## src/rtl/ldu_pkg.sv

```systemverilog
package ldu_pkg;
  typedef enum logic [1:0] {
    ST_IDLE = 2'd0,
    ST_RD_A = 2'd1,
    ST_RD_B = 2'd2,
    ST_DATA = 2'd3
  } ldu_state_t;
endpackage

```

## src/rtl/ldu_classify.sv

```systemverilog
module ldu_classify #(
  parameter int BYTES = 4,
  localparam int OFF_W = $clog2(BYTES)
) (
  input  logic [OFF_W-1:0] off_i,
  input  logic [1:0]       size_i,
  output logic             misaligned_o,
  output logic             crossing_o
);
  logic [OFF_W:0] nbytes;
  logic [OFF_W:0] off_ext;

  always_comb begin
    off_ext = {1'b0, off_i};
    if (size_i[1])      nbytes = (OFF_W+1)'(4);
    else if (size_i[0]) nbytes = (OFF_W+1)'(2);
    else                nbytes = (OFF_W+1)'(1);
    misaligned_o = (off_ext & (nbytes - 1'b1)) != '0;
    crossing_o   = (off_ext + nbytes) > (OFF_W+1)'(BYTES);
  end
endmodule

```

## src/rtl/ldu_merge.sv

```systemverilog
module ldu_merge #(
  parameter int DATA_W = 32,
  localparam int BYTES = DATA_W / 8,
  localparam int OFF_W = $clog2(BYTES)
) (
  input  logic [DATA_W-1:0] lo_i,
  input  logic [DATA_W-1:0] hi_i,
  input  logic [OFF_W-1:0]  off_i,
  input  logic [1:0]        size_i,
  output logic [DATA_W-1:0] data_o
);
  logic [2*DATA_W-1:0] joined;
  logic [2*DATA_W-1:0] shifted;
  logic [DATA_W-1:0]   mask;

  always_comb begin
    joined  = {hi_i, lo_i};
    shifted = joined >> {off_i, 3'b000};
    if (size_i[1])      mask = {DATA_W{1'b1}};
    else if (size_i[0]) mask = DATA_W'(16'hFFFF);
    else                mask = DATA_W'(8'hFF);
    data_o = shifted[DATA_W-1:0] & mask;
  end
endmodule

```

## src/rtl/unaligned_load_unit.sv

```systemverilog
module unaligned_load_unit
  import ldu_pkg::*;
#(
  parameter int ADDR_W = 32,
  parameter int DATA_W = 32,
  localparam int BYTES  = DATA_W / 8,
  localparam int OFF_W  = $clog2(BYTES),
  localparam int WORD_W = ADDR_W - OFF_W
) (
  input  logic              clk,
  input  logic              rst,
  input  logic              strict_i,
  input  logic              req_valid_i,
  output logic              req_ready_o,
  input  logic [ADDR_W-1:0] req_addr_i,
  input  logic [1:0]        req_size_i,
  output logic              mem_rd_o,
  output logic [WORD_W-1:0] mem_addr_o,
  input  logic [DATA_W-1:0] mem_rdata_i,
  output logic              rsp_valid_o,
  output logic [DATA_W-1:0] rsp_data_o,
  output logic              rsp_fault_o
);
  ldu_state_t        state_q;
  logic [WORD_W-1:0] word_q;
  logic [OFF_W-1:0]  off_q;
  logic [1:0]        size_q;
  logic              split_q;
  logic [DATA_W-1:0] hold_q;
  logic              mem_rd_q;
  logic [WORD_W-1:0] mem_addr_q;
  logic              rsp_valid_q;
  logic              rsp_fault_q;
  logic [DATA_W-1:0] rsp_data_q;

  logic [OFF_W-1:0]  in_off;
  logic [WORD_W-1:0] in_word;
  logic              in_mis;
  logic              in_cross;
  logic [DATA_W-1:0] merge_lo;
  logic [DATA_W-1:0] merged;

  assign in_off  = req_addr_i[OFF_W-1:0];
  assign in_word = req_addr_i[ADDR_W-1:OFF_W];

  ldu_classify #(.BYTES(BYTES)) u_classify (
    .off_i        (in_off),
    .size_i       (req_size_i),
    .misaligned_o (in_mis),
    .crossing_o   (in_cross)
  );

  // first word comes from the hold register only on a split load
  assign merge_lo = split_q ? hold_q : mem_rdata_i;

  ldu_merge #(.DATA_W(DATA_W)) u_merge (
    .lo_i   (merge_lo),
    .hi_i   (mem_rdata_i),
    .off_i  (off_q),
    .size_i (size_q),
    .data_o (merged)
  );

  always_ff @(posedge clk) begin
    if (rst) begin
      state_q     <= ST_IDLE;
      word_q      <= '0;
      off_q       <= '0;
      size_q      <= '0;
      split_q     <= 1'b0;
      hold_q      <= '0;
      mem_rd_q    <= 1'b0;
      mem_addr_q  <= '0;
      rsp_valid_q <= 1'b0;
      rsp_fault_q <= 1'b0;
      rsp_data_q  <= '0;
    end else begin
      rsp_valid_q <= 1'b0;
      rsp_fault_q <= 1'b0;
      mem_rd_q    <= 1'b0;
      case (state_q)
        ST_IDLE: begin
          if (req_valid_i) begin
            word_q  <= in_word;
            off_q   <= in_off;
            size_q  <= req_size_i;
            split_q <= in_cross;
            if (strict_i && in_mis) begin
              rsp_valid_q <= 1'b1;
              rsp_fault_q <= 1'b1;
              rsp_data_q  <= '0;
            end else begin
              mem_rd_q   <= 1'b1;
              mem_addr_q <= in_word;
              state_q    <= ST_RD_A;
            end
          end
        end
        ST_RD_A: begin
          if (split_q) begin
            mem_rd_q   <= 1'b1;
            mem_addr_q <= word_q + 1'b1;
            state_q    <= ST_RD_B;
          end else begin
            state_q <= ST_DATA;
          end
        end
        ST_RD_B: begin
          hold_q  <= mem_rdata_i;
          state_q <= ST_DATA;
        end
        default: begin
          rsp_valid_q <= 1'b1;
          rsp_data_q  <= merged;
          state_q     <= ST_IDLE;
        end
      endcase
    end
  end

  assign req_ready_o = (state_q == ST_IDLE);
  assign mem_rd_o    = mem_rd_q;
  assign mem_addr_o  = mem_addr_q;
  assign rsp_valid_o = rsp_valid_q;
  assign rsp_fault_o = rsp_fault_q;
  assign rsp_data_o  = rsp_data_q;
endmodule

```

## config.mk

```make
export PLATFORM = sky130hd
export DESIGN_NAME = unaligned_load_unit
export DESIGN_NICKNAME = d
export VERILOG_FILES = /design/src/rtl/ldu_pkg.sv /design/src/rtl/ldu_classify.sv /design/src/rtl/ldu_merge.sv /design/src/rtl/unaligned_load_unit.sv
export SDC_FILE = /design/constraint.sdc
export NUM_CORES = 1
export LEC_CHECK = 0
export CAP_MARGIN = 20
export CORE_UTILIZATION = 47
export DETAILED_ROUTE_END_ITERATION = 7
export GPL_TIMING_DRIVEN = 0
export PLACE_DENSITY = 0.77
export SKIP_CTS_REPAIR_TIMING = 1
export SLEW_MARGIN = 20
export SYNTH_ARGS = -nofsm -noshare
export SYNTH_HDL_FRONTEND = slang
export SYNTH_SLANG_ARGS = --single-unit
export TNS_END_PERCENT = 5
```

## constraint.sdc

```tcl
create_clock -name clk -period 2.1 [get_ports clk]
set_input_delay 0.42 -clock clk [delete_from_list [all_inputs] [get_ports clk]]
set_output_delay 0.42 -clock clk [all_outputs]
set_load 0.05 [all_outputs]
```

## After elaboration in Yosys (flattened, before gate mapping)

Cells that the tools add are included.

| storage, ports and cells | value |
|---|---|
| input port bits | 70 |
| bits in registers | 134 |
| logic and storage cells | 59 |
| output and inout bits | 66 |

| cells by class | value |
|---|---|
| mux-type cells | 23 |
| bitwise operators | 4 |
| $add $sub $neg | 3 |
| eq/ne operators | 6 |
| reductions and logical operators | 10 |
| $lt $le $gt $ge | 1 |
| shift-type cells | 1 |

Operators by type and width:

| kind | count |
|---|---|
| $mux W32 | 4 |
| $mux W30 | 3 |
| $pmux W32 S2 | 1 |
| $shr A64 B5 Y32 | 1 |
| $pmux W30 S2 | 1 |
| $and A32 B32 Y32 | 1 |
| $add A30 B1 Y30 const B | 1 |
| $mux W16 | 1 |
| $mux W1 | 6 |
| $mux W2 | 3 |
| $ne A2 B2 Y1 const B | 3 |
| $pmux W2 S3 | 1 |
| $pmux W1 S2 | 2 |
| $reduce_and A2 Y1 | 2 |
| $reduce_and A4 Y1 | 1 |
| $reduce_or A2 Y1 | 2 |
| $add A2 B3 Y3 | 1 |
| $and A2 B3 Y3 | 1 |
| $gt A3 B3 Y1 const B | 1 |
| $mux W3 | 1 |
| $reduce_and A3 Y1 | 1 |
| $reduce_bool A3 Y1 | 1 |
| $sub A3 B1 Y3 const B | 1 |
| $eq A2 B1 Y1 const B | 1 |
| 6 further kinds | 7 |

## Depth between registers and ports, before layout

Gate-level depths: netlist of the first run.

| depth | value |
|---|---|
| word-level depth | 9 |
| gate-level depth with buffers | 9 |
| depth with buffers taken out | 8 |

## Cells and area by module

Synthesis of the first run repeated with hierarchy kept, for this count alone.

| second synthesis, totals | value |
|---|---|
| cells, all modules | 736 |
| area, all modules | 6,744.0 µm² |

By module, submodules not included:

| module | area each (µm²) | sequential area each (µm²) | times used | cells an instance |
|---|---|---|---|---|
| unaligned_load_unit | 5,788.1 | 2,682.6 | 1 | 640 |
| ldu_merge | 874.6 | 0.0 | 1 | 87 |
| ldu_classify | 81.3 | 0.0 | 1 | 9 |

## Worst setup path after synthesis of the first run

Ideal clock, no wire load.

| path | value |
|---|---|
| kind | register -> register |
| start | register state_q[0] |
| end | register mem_addr_q[15], in the netlist mem_addr_o[15] |
| required time | 2.005 ns |
| setup slack | -0.130 ns |
| library setup time | 0.095 ns |
| arrival | 2.135 ns |
| stages on the path, launching flop included | 9 |
| path buffers | 1 |
| clock period less this slack | 2.230 ns |
| cells stage by stage | dfxtp_1 inv_1 ha_1 inv_1 a221o_1 nand2_1 buf_1 nand2_1 a221oi_1 |

| between the ends | value |
|---|---|
| word-level cells in the longest chain between the ends | 3 |
| elaborated cells on any way between the ends | 8 |
| classes of those cells | eq/ne: 4; mux: 1; reduce/logical: 3 |

Ends and longest elaborated chain:

| item | RTL line | RTL |
|---|---|---|
| start, declared | unaligned_load_unit.sv:24 | `ldu_state_t state_q;` |
| start signal, assigned | unaligned_load_unit.sv:66 | `state_q <= ST_IDLE;` |
| start signal, assigned | unaligned_load_unit.sv:95 | `state_q <= ST_RD_A;` |
| start signal, assigned | unaligned_load_unit.sv:103 | `state_q <= ST_RD_B;` |
| $logic_not A2 Y1 * | - |  |
| via req_ready_o | unaligned_load_unit.sv:14 | `output logic req_ready_o,` |
| $ne A2 B2 Y1 (no line) or $reduce_bool A2 Y1 (tied branches) | - |  |
| $reduce_and A4 Y1 (no line) | - |  |
| end signal, assigned | unaligned_load_unit.sv:94 | `mem_addr_q <= in_word;` |
| end signal, assigned | unaligned_load_unit.sv:102 | `mem_addr_q <= word_q + 1'b1;` |
| end, declared | unaligned_load_unit.sv:31 | `logic [WORD_W-1:0] mem_addr_q;` |

The timed path passes the listed nets; every way through them passes the cells marked *.
A chain may end at the register's enable or synchronous reset.

## Worst setup path in the final report of the first run

| path | value |
|---|---|
| start | register mem_addr_q[29], in the netlist mem_addr_o[29] |
| end | output port mem_addr_o[29] |

RTL lines:

| item | RTL line | RTL |
|---|---|---|
| end, declared | unaligned_load_unit.sv:18 | `output logic [WORD_W-1:0] mem_addr_o,` |

No word-level cell between the ends.

==> reports/qor.txt, run 1 <==
=======================================================================================
Num Clock Sinks                                                                     134
Met1 track demand over resource in global routing                                 0.367
Highest cell delay on the worst timing path                                     0.83 ns
Buffering stage count on the worst path with inverters included                       1
Cell Chain, Critical Path                                                  clkdlybuf4s50_1
Number of distinct standard cells referenced by the synthesized netlist              46
RSZ-0062 raised after global routing                                               true
Post-placement cell count                                                          1066
Startpoint kind of the worst setup timing path                                 register
Max-cap violation count                                                               0
Per-cell via count in the routed design                                            5.81
Count of cell instances traversed by the critical path                                1
Worst Skew                                                                   0.00699 ns
Post-Synthesis Cells                                                                751
Post-detailed-route wirelength per cell                                         19.2 um
Post-detailed-placement cell area                                              8320 um2
Share of the yosys chip area belonging to registers                               0.398
Setup TNS after final layout                                                       0 ns
Placeable core region                                                         13900 um2
Area delta synth->final                                                           35.6%
Fraction of final layout cells with drive strength greater than 1                 0.105
Clk_lat worst skew                                                              0.43 ns
Via count                                                                          6425
Cell family contributing the most delay on the critical path               buffers and inverters
Data required time of the worst path                                            1.68 ns
Final std cell area, no fill                                                   9140 um2
Routing usage on met3                                                            0.0637
Worst hold path type                                                       input pin to register
Max clock buf depth                                                                   2
Syn_area_per_cell                                                              8.98 um2
Number of inserted diodes                                                             0
Static Leakage                                                                  3.26 nW
Die extent in y                                                                  122 um
Final routed wirelength across all metal layers                                21200 um
Number of violations reported at the end of detailed-routing iteration 0            588
WHS Path Cells                                                                        3
M2 GR Usage                                                                       0.461
Data arrival time of the worst path                                             1.66 ns
Final critical-path share of the clock period                                     0.989
Global routing usage summed across all routing layers                             0.291
# fillers                                                                          1147
Max frequency                                                                   481 MHz
Largest vdd supply drop                                                        0.796 mV
Hold Violations, Final                                                                0
Vias in the first global route                                                     6185
Die Width                                                                        122 um
CP max-delay cell                                                          sky130_fd_sc_hd__clkdlybuf4s50_1
Reg area                                                                       2680 um2
Library cell used as clock root buffer                                     sky130_fd_sc_hd__clkbuf_16
Most used flip-flop cell after synthesis                                   sky130_fd_sc_hd__dfxtp_1
Area enclosed by the die boundary                                             14800 um2
Most Crowded Layer GR                                                              met2
CTS tree                                                                          built
Max Transition Viols Final                                                            0
Proportion of synthesized flip-flops having asynchronous set or reset                 0
Total DRC errors in the routed layout                                                 0
Number of synthesized flops with an enable pin                                        0
Final setup margin                                                            0.0221 ns
Inserted Clock Buffers                                                               17
Number of standard-cell rows in the floorplan                                        43
Clock-pin slew on the worst setup and hold paths                                0.06 ns
Largest net degree at the start of global routing                                    17
Drt first pass iters                                                                  5
Critical path endpoint category                                              output pin
Antenna violations before repair                                                      0
Number of setup violations in the final report                                        0
Flip-flop and latch count after synthesis                                           134
Input/output buffers                                                                135
Synth warn                                                                            0
Netlist Area Pre-Place                                                         6740 um2
Gp weighted congestion                                                            0.884
Power density over the cells                                                1420 nW/um2
Final min period                                                                2.08 ns
Number of nets in the finished design                                               990
HPWL after DPL                                                                 14400 um
I/O pin count                                                                       136
Setup Crit Path Kind                                                       register to output pin
Biggest fanout along the worst timing path                                            3
Combined area of the multi-input logic cells                                   3840 um2
Post-Synthesis Net Count                                                            829
Worst Hold Margin                                                              0.313 ns
Final instance count without filler cells                                          1105
R2r worst-path depth                                                                  6
Placement-stage worst setup slack                                              -1.31 ns
First-pass GRT wire length                                                     32500 um
Starting density of the core                                                      0.484
Number of H-tree branching levels                                                     4
Measured slew at the worst slew-check pin                                      0.917 ns
Outcome                                                                    complete, no violations
Final ANT Viol Nets                                                                   0
Tightest slew margin relative to the limit                                        0.388
Grt ovf                                                                               0
=======================================================================================
## stage by stage
step	power, W	utilization
6_report	0.0130	0.656
4_1_cts	0.0126	0.644
5_1_grt	0.0135	0.656
2_1_floorplan	0.00743	-
3_5_place_dp	0.00920	0.597
3_3_place_gp	0.00914	0.597
## area by class of cell
cell class                 instances  area share
buffer                            52      0.0289
clock buffer                      24      0.0538
clock inverter                     8      0.0183
inverter                          11     0.00452
multi-input combinational        554       0.421
sequential                       134       0.294
tap                              180      0.0246
timing repair buffer             142       0.156
## Yosys cell counts, types with 5 or more instances
cell | n | area, um2
sky130_fd_sc_hd__dfxtp_1 | 134 | 2680
sky130_fd_sc_hd__nand2_1 | 116 | 435
sky130_fd_sc_hd__mux2i_1 | 109 | 1090
sky130_fd_sc_hd__nor2_1 | 67 | 251
sky130_fd_sc_hd__a21oi_1 | 59 | 295
sky130_fd_sc_hd__o2bb2ai_1 | 32 | 280
sky130_fd_sc_hd__clkbuf_1 | 31 | 116
sky130_fd_sc_hd__xor2_1 | 19 | 166
sky130_fd_sc_hd__nor2b_1 | 16 | 100
sky130_fd_sc_hd__o21ai_0 | 16 | 80.1
sky130_fd_sc_hd__o22ai_1 | 14 | 87.6
sky130_fd_sc_hd__buf_1 | 11 | 41.3
sky130_fd_sc_hd__inv_1 | 11 | 41.3
sky130_fd_sc_hd__mux2_2 | 11 | 124
sky130_fd_sc_hd__buf_2 | 9 | 45.0
sky130_fd_sc_hd__nand3_1 | 9 | 45.0
sky130_fd_sc_hd__xnor2_1 | 9 | 78.8
sky130_fd_sc_hd__mux4_2 | 8 | 180
sky130_fd_sc_hd__nand4_1 | 8 | 50.1
sky130_fd_sc_hd__a211o_1 | 7 | 61.3
sky130_fd_sc_hd__ha_1 | 7 | 87.6
sky130_fd_sc_hd__and3_1 | 5 | 31.3
sky130_fd_sc_hd__nor3_1 | 5 | 25.0
## placed cells by master (no fill, tap or decap), drive strengths merged, types with 3 or more instances in the layout
cell | netlist | final
a211o | 7 | 7
a211oi | 3 | 3
a21oi | 60 | 60
and2 | 3 | 3
and3 | 5 | 5
buf | 21 | 24
bufinv | 0 | 5
clkbuf | 31 | 60
clkdlybuf4s50 | 0 | 132
dfxtp | 134 | 134
ha | 7 | 7
inv | 11 | 11
mux2 | 11 | 11
mux2i | 109 | 109
mux4 | 8 | 8
nand2 | 116 | 116
nand3 | 9 | 9
nand4 | 10 | 10
nor2 | 67 | 67
nor2b | 16 | 16
nor3 | 6 | 6
nor4 | 3 | 3
o211ai | 3 | 3
o21ai | 17 | 17
o22ai | 14 | 14
o2bb2ai | 32 | 32
or2 | 3 | 3
xnor2 | 9 | 9
xor2 | 19 | 19
## cell families after synthesis
logic type / synth area share
simple gates: 0.165
flops: 0.398
compound gates: 0.141
mux: 0.207
fa+ha+maj: 0.0160
buf+inv: 0.0373
xor+xnor: 0.0364
## path summary, 6_finish.rpt
kind / startpoint / to / slack (ns)
min reg2reg: mem_addr_o[8]$_SDFFE_PP0P_ / mem_addr_o[8]$_SDFFE_PP0P_ / 0.46
min: req_size_i[0] / size_q[0]$_SDFFE_PP0P_ / 0.31
max: mem_addr_o[29]$_SDFFE_PP0P_ / mem_addr_o[29] / 0.02
max reg2reg: off_q[0]$_SDFFE_PP0P_ / rsp_data_o[13]$_SDFFE_PP0P_ / 0.02
## per-layer routing
layer  vias up  wire (um)
met2       329       9760
met1      3047       8770
li1       2977          -
met3        72       1750
met4         0        898
met5         -          0
## power breakdown
part / switching [W] / internal (W) / total, W
combinational: 0.00369 / 0.00229 / 0.00598
sequential: 0.000473 / 0.00316 / 0.00363
clock: 0.00111 / 0.00223 / 0.00334
total: 0.00527 / 0.00768 / 0.0130
## sequential cells by signal (all words and copies together) (netlist names)
register	count
state_q	2
off_q	2
rsp_fault_o	1
mem_rd_o	1
word_q	30
size_q	2
hold_q	32
split_q	1
mem_addr_o	30
rsp_data_o	32
rsp_valid_o	1
Power figures use the tool's default switching activity.
==> run 2, diff against run 1 <==
- CORE_MARGIN: not set -> 4
==> run 2 against run 1 <==
The run now ends with negative setup slack left; hold slack better by 0.041 ns; setup slack got worse by 0.20 ns; final cell count shrank 0.63%; critical endpoint is now mem_addr_o[22]$_SDFFE_PP0P_; largest power group unchanged.
==> reports/qor.txt, run 2 (synthesized netlist as in run 1, its figures left out) <==
=======================================================================================
Violations in the final reports                                            negative setup slack
Global routing usage summed across all routing layers                             0.255
Post-detailed-placement cell area                                              8320 um2
Worst Skew                                                                   0.00820 ns
Setup TNS after final layout                                                   -2.38 ns
Vias in the first global route                                                     6238
Share of the core filled with cells                                               0.640
CP max-delay cell                                                          sky130_fd_sc_hd__clkdlybuf4s50_1
Final min period                                                                2.28 ns
Startpoint kind of the worst setup timing path                                input pin
Critical path endpoint category                                                register
Static Leakage                                                                  3.19 nW
Number of H-tree branching levels                                                     4
Power density over the cells                                                1360 nW/um2
Cell family contributing the most delay on the critical path               buffers and inverters
Clk_lat worst skew                                                              0.43 ns
Final routed wirelength across all metal layers                                21100 um
Max-cap violation count                                                               0
WHS Path Cells                                                                        3
Area delta synth->final                                                           32.8%
Number of inserted diodes                                                             0
Highest cell delay on the worst timing path                                     0.45 ns
Max clock buf depth                                                                   2
Combined area of the multi-input logic cells                                   3840 um2
Gp weighted congestion                                                            0.891
Tightest slew margin relative to the limit                                        0.378
Per-cell via count in the routed design                                            5.77
# fillers                                                                          1192
Number of violations reported at the end of detailed-routing iteration 0            564
Endpoint of the lowest-slack register-to-register path                     mem_addr_o[22]$_SDFFE_PP0P_
Hold Violations, Final                                                                0
Area enclosed by the die boundary                                             16300 um2
Buffering stage count on the worst path with inverters included                       3
Destination of the worst hold path                                         size_q[1]$_SDFFE_PP0P_
Number of standard-cell rows in the floorplan                                        43
Starting density of the core                                                      0.482
Input/output buffers                                                                135
RSZ-0062 raised after global routing                                               true
Final setup margin                                                            -0.178 ns
Die extent in y                                                                  128 um
Biggest fanout along the worst timing path                                           10
Largest vdd supply drop                                                        0.907 mV
Largest net degree at the start of global routing                                    17
Number of setup violations in the final report                                       39
Cell Chain, Critical Path                                                  clkdlybuf4s50_1, or2_2, ha_1, nor2b_1, a221o_2, and2_1, buf_4, buf_4, mux2i_1, o22ai_1
CP dominant cell by count                                                  sky130_fd_sc_hd__buf_4
Final std cell area, no fill                                                   8950 um2
Total DRC errors in the routed layout                                                 0
Fraction of final layout cells with drive strength greater than 1                0.0937
Setup Crit Path Kind                                                       input pin to register
Max Transition Viols Final                                                            0
Num Clock Sinks                                                                     134
Reg area                                                                       2680 um2
Library cell used as clock root buffer                                     sky130_fd_sc_hd__clkbuf_16
Grt ovf                                                                               0
Commonest non-fill, non-tap cell in the layout                             sky130_fd_sc_hd__dfxtp_1
Register-to-register setup slack                                               -0.11 ns
Count of cell instances traversed by the critical path                               10
Data arrival time of the worst path                                             2.56 ns
Measured slew at the worst slew-check pin                                      0.933 ns
CTS tree                                                                          built
Via count                                                                          6339
Worst hold path type                                                       input pin to register
Die Width                                                                        128 um
Source of the worst hold timing path                                       req_size_i[1]
Final ANT Viol Nets                                                                   0
Post-placement cell count                                                          1066
Outcome                                                                    finished with violations
First-pass GRT wire length                                                     32700 um
Max frequency                                                                   439 MHz
Reg2reg start                                                              state_q[1]$_SDFFE_PP0P_
Total design power                                                             0.0122 W
Clock-pin slew on the worst setup and hold paths                                0.06 ns
Final instance count without filler cells                                          1098
Antenna violations before repair                                                      0
Inserted Clock Buffers                                                               17
R2r worst-path depth                                                                  9
Commonest cells after routing, fill and taps aside                         134 x sky130_fd_sc_hd__dfxtp_1, 132 x sky130_fd_sc_hd__clkdlybuf4s50_1, 115 x sky130_fd_sc_hd__nand2_1, 108 x sky130_fd_sc_hd__mux2i_1, 67 x sky130_fd_sc_hd__nor2_1
HPWL after DPL                                                                 14600 um
Number of nets in the finished design                                               985
Drt first pass iters                                                                  5
Placeable core region                                                         14000 um2
Post-detailed-route wirelength per cell                                         19.2 um
Data required time of the worst path                                            2.38 ns
I/O pin count                                                                       136
Final critical-path share of the clock period                                      1.08
=======================================================================================
[run 2: cell count changes in the layout (fill, tap and decap cells not counted), moves of 2 or more]
cell | previous run | this run
sky130_fd_sc_hd__buf_4 | 8 | 6
sky130_fd_sc_hd__buf_1 | 8 | 6
sky130_fd_sc_hd__clkbuf_1 | 25 | 28
sky130_fd_sc_hd__bufinv_16 | 5 | 1
[run 2: worst min-delay path, cell delays in order]
cell and delay [ns]:
sky130_fd_sc_hd__dlymetal6s2s_1 0.18, sky130_fd_sc_hd__nand2_1 0.08, sky130_fd_sc_hd__a21oi_1 0.05
[run 2: final cells by class]
class,instances,area share
clock inverter,4,0.00503
tap,180,0.0252
timing repair buffer,137,0.153
sequential,134,0.300
inverter,11,0.00461
buffer,52,0.0281
clock buffer,26,0.0557
multi-input combinational,554,0.428
[run 2: routing by layer]
metal  GRT usage  wire length (um)
met4      0.0980               536
met2       0.407              9710
met5           0                 0
met1       0.332              8900
met3      0.0671              1950
[run 2: stage by stage]
stage	hold WS [ns]	worst slack (ns)
after floorplan	0.437	-0.0369
after global placement	0.441	-1.22
after detailed placement	0.445	-1.24
after CTS	0.450	-0.809
after global routing	0.373	-0.285
final	0.353	-0.178
[run 2: how the worst max path moves through the flow]
stage | slack, ns | startpoint | end
2_1_floorplan | -0.04 | req_size_i[1] | mem_addr_o[24]$_SDFFE_PP0P_
3_3_place_gp | -1.22 | req_size_i[1] | rsp_data_o[1]$_SDFFE_PP0P_
3_5_place_dp | -1.24 | req_size_i[1] | rsp_data_o[2]$_SDFFE_PP0P_
4_1_cts | -0.81 | req_size_i[1] | rsp_data_o[2]$_SDFFE_PP0P_
5_1_grt | -0.28 | req_size_i[0] | mem_addr_o[13]$_SDFFE_PP0P_
6_report | -0.18 | req_size_i[0] | mem_addr_o[22]$_SDFFE_PP0P_
[run 2: power by group]
| part | switching [W] | internal, W |
|---|---|---|
| Combinational | 0.00364 | 0.00214 |
| Sequential | 0.000472 | 0.00316 |
| Clock | 0.00105 | 0.00173 |
==> run 3, diff against run 2 <==
- REMOVE_ABC_BUFFERS: not set -> 1
==> run 3 against run 2 <==
The flow now finishes without violations; hold slack worse by 0.018 ns; via count shrank 8.5%; setup slack better by 0.21 ns; critical path type is now register to output pin.
==> reports/qor.txt, run 3 (synthesized netlist as in run 1, its figures left out) <==
=======================================================================================
Final instance count without filler cells                                          1061
Reg2reg start                                                              state_q[1]$_SDFFE_PP0P_
Worst hold path type                                                       input pin to register
Input/output buffers                                                                135
Number of nets in the finished design                                               946
Largest net degree at the start of global routing                                    57
Number of standard-cell rows in the floorplan                                        43
CP max-delay cell                                                          sky130_fd_sc_hd__clkdlybuf4s50_1
Biggest fanout along the worst timing path                                            3
First-pass GRT wire length                                                     27500 um
Tightest slew margin relative to the limit                                        0.395
Destination of the worst hold path                                         size_q[0]$_SDFFE_PP0P_
Buffering stage count on the worst path with inverters included                       1
Largest vdd supply drop                                                        0.762 mV
Die Width                                                                        128 um
Data arrival time of the worst path                                             1.64 ns
Commonest cells after routing, fill and taps aside                         131 x sky130_fd_sc_hd__dfxtp_1, 130 x sky130_fd_sc_hd__clkdlybuf4s50_1, 112 x sky130_fd_sc_hd__nand2_1, 109 x sky130_fd_sc_hd__mux2i_1, 67 x sky130_fd_sc_hd__nor2_1
HPWL after DPL                                                                 11400 um
Number of setup violations in the final report                                        0
Routing usage on met3                                                            0.0600
Final ANT Viol Nets                                                                   0
Area enclosed by the die boundary                                             16300 um2
Critical path endpoint category                                              output pin
Drt first pass iters                                                                  5
Clock-pin slew on the worst setup and hold paths                                0.06 ns
Library cell used as clock root buffer                                     sky130_fd_sc_hd__clkbuf_16
Setup Crit Path Kind                                                       register to output pin
Max-cap violation count                                                               0
Inserted Clock Buffers                                                               17
Total DRC errors in the routed layout                                                 0
Cell family contributing the most delay on the critical path               buffers and inverters
Number of inserted diodes                                                             0
Grt ovf                                                                               0
Placement-stage worst setup slack                                              -1.10 ns
Static Leakage                                                                  3.18 nW
Gp weighted congestion                                                            0.804
Power density over the cells                                                1360 nW/um2
Met1 track demand over resource in global routing                                 0.274
Measured slew at the worst slew-check pin                                      0.902 ns
Via count                                                                          5802
Final routed wirelength across all metal layers                                17200 um
Startpoint kind of the worst setup timing path                                 register
Source of the worst hold timing path                                       req_size_i[0]
Antenna violations before repair                                                      0
Starting density of the core                                                      0.482
Final setup margin                                                            0.0366 ns
Vias in the first global route                                                     5514
Num Clock Sinks                                                                     134
Final critical-path share of the clock period                                     0.983
Max frequency                                                                   485 MHz
Max clock buf depth                                                                   2
Per-cell via count in the routed design                                            5.47
CTS tree                                                                          built
Post-detailed-route wirelength per cell                                         16.2 um
Placeable core region                                                         14000 um2
Total design power                                                             0.0123 W
Final min period                                                                2.06 ns
Commonest non-fill, non-tap cell in the layout                             sky130_fd_sc_hd__dfxtp_1
Cell Chain, Critical Path                                                  clkdlybuf4s50_1
Hold Violations, Final                                                                0
Data required time of the worst path                                            1.68 ns
Outcome                                                                    complete, no violations
Number of violations reported at the end of detailed-routing iteration 0            338
Post-placement cell count                                                          1023
Max Transition Viols Final                                                            0
R2r worst-path depth                                                                  8
Worst Skew                                                                    0.0101 ns
Area delta synth->final                                                           33.9%
Register-to-register setup slack                                                0.08 ns
Fraction of final layout cells with drive strength greater than 1                 0.108
Die extent in y                                                                  128 um
Global routing usage summed across all routing layers                             0.207
Number of H-tree branching levels                                                     4
WHS Path Cells                                                                        3
Most Crowded Layer GR                                                              met2
Clk_lat worst skew                                                              0.42 ns
M2 GR Usage                                                                       0.327
Highest cell delay on the worst timing path                                     0.83 ns
I/O pin count                                                                       136
Endpoint of the lowest-slack register-to-register path                     mem_addr_o[13]$_SDFFE_PP0P_
=======================================================================================
-- run 3: cell types whose count changed in the layout (fill, tap and decap cells not counted), sizes merged --
cell / previous run / this run
clkbuf: 62 / 21
buf: 18 / 15
inv: 11 / 13
clkdlybuf4s50: 132 / 130
clkinv: 3 / 5
clkinvlp: 0 / 2
and2: 3 / 4
bufinv: 1 / 3
-- run 3: report_power, final --
group	switching [W]	total (W)	internal [W]
Clock	0.00114	0.00300	0.00187
Combinational	0.00342	0.00566	0.00225
Sequential	0.000482	0.00364	0.00316
-- run 3: layout make-up --
type / count / area (um2)
fill: 1171 / 4960
sequential: 134 / 2690
tap: 180 / 225
inverter: 11 / 41.3
clock inverter: 12 / 153
timing repair buffer: 149 / 1570
multi-input combinational: 555 / 3910
clock buffer: 20 / 437
-- run 3: per-stage QoR --
stage               hold WS (ns)   util  setup TNS (ns)  instance area (um2)
floorplan                  0.431      -          -52.41                 6530
global placement           0.441  0.580         -355.87                 8110
detailed placement         0.446  0.593          -43.51                 8300
CTS                        0.454  0.635          -16.81                 8880
global route               0.367  0.645         -0.0536                 9030
finish                     0.335  0.645               0                 9030
-- run 3: worst max path at each step --
stage,end,cells after the start,slack [ns],start
2_1_floorplan,rsp_data_o[16]$_SDFFE_PP0P_,7,-1.07,req_size_i[1]
3_3_place_gp,rsp_data_o[29]$_SDFFE_PP0P_,3,-4.78,rst
3_5_place_dp,mem_addr_o[5]$_SDFFE_PP0P_,8,-1.10,req_size_i[1]
4_1_cts,mem_addr_o[5]$_SDFFE_PP0P_,8,-0.63,req_size_i[1]
5_1_grt,mem_addr_o[13]$_SDFFE_PP0P_,8,-0.02,state_q[0]$_SDFFE_PP0P_
6_report,mem_addr_o[29],1,0.04,mem_addr_o[29]$_SDFFE_PP0P_
-- run 3: per-layer routing --
layer  part of all wire  vias up  wire length [um]
li1                   -     2900                 -
met1               0.45     2724              7790
met2               0.48      161              8220
met3              0.060       17              1040
met4              0.011        0               184
met5                  0        -                 0
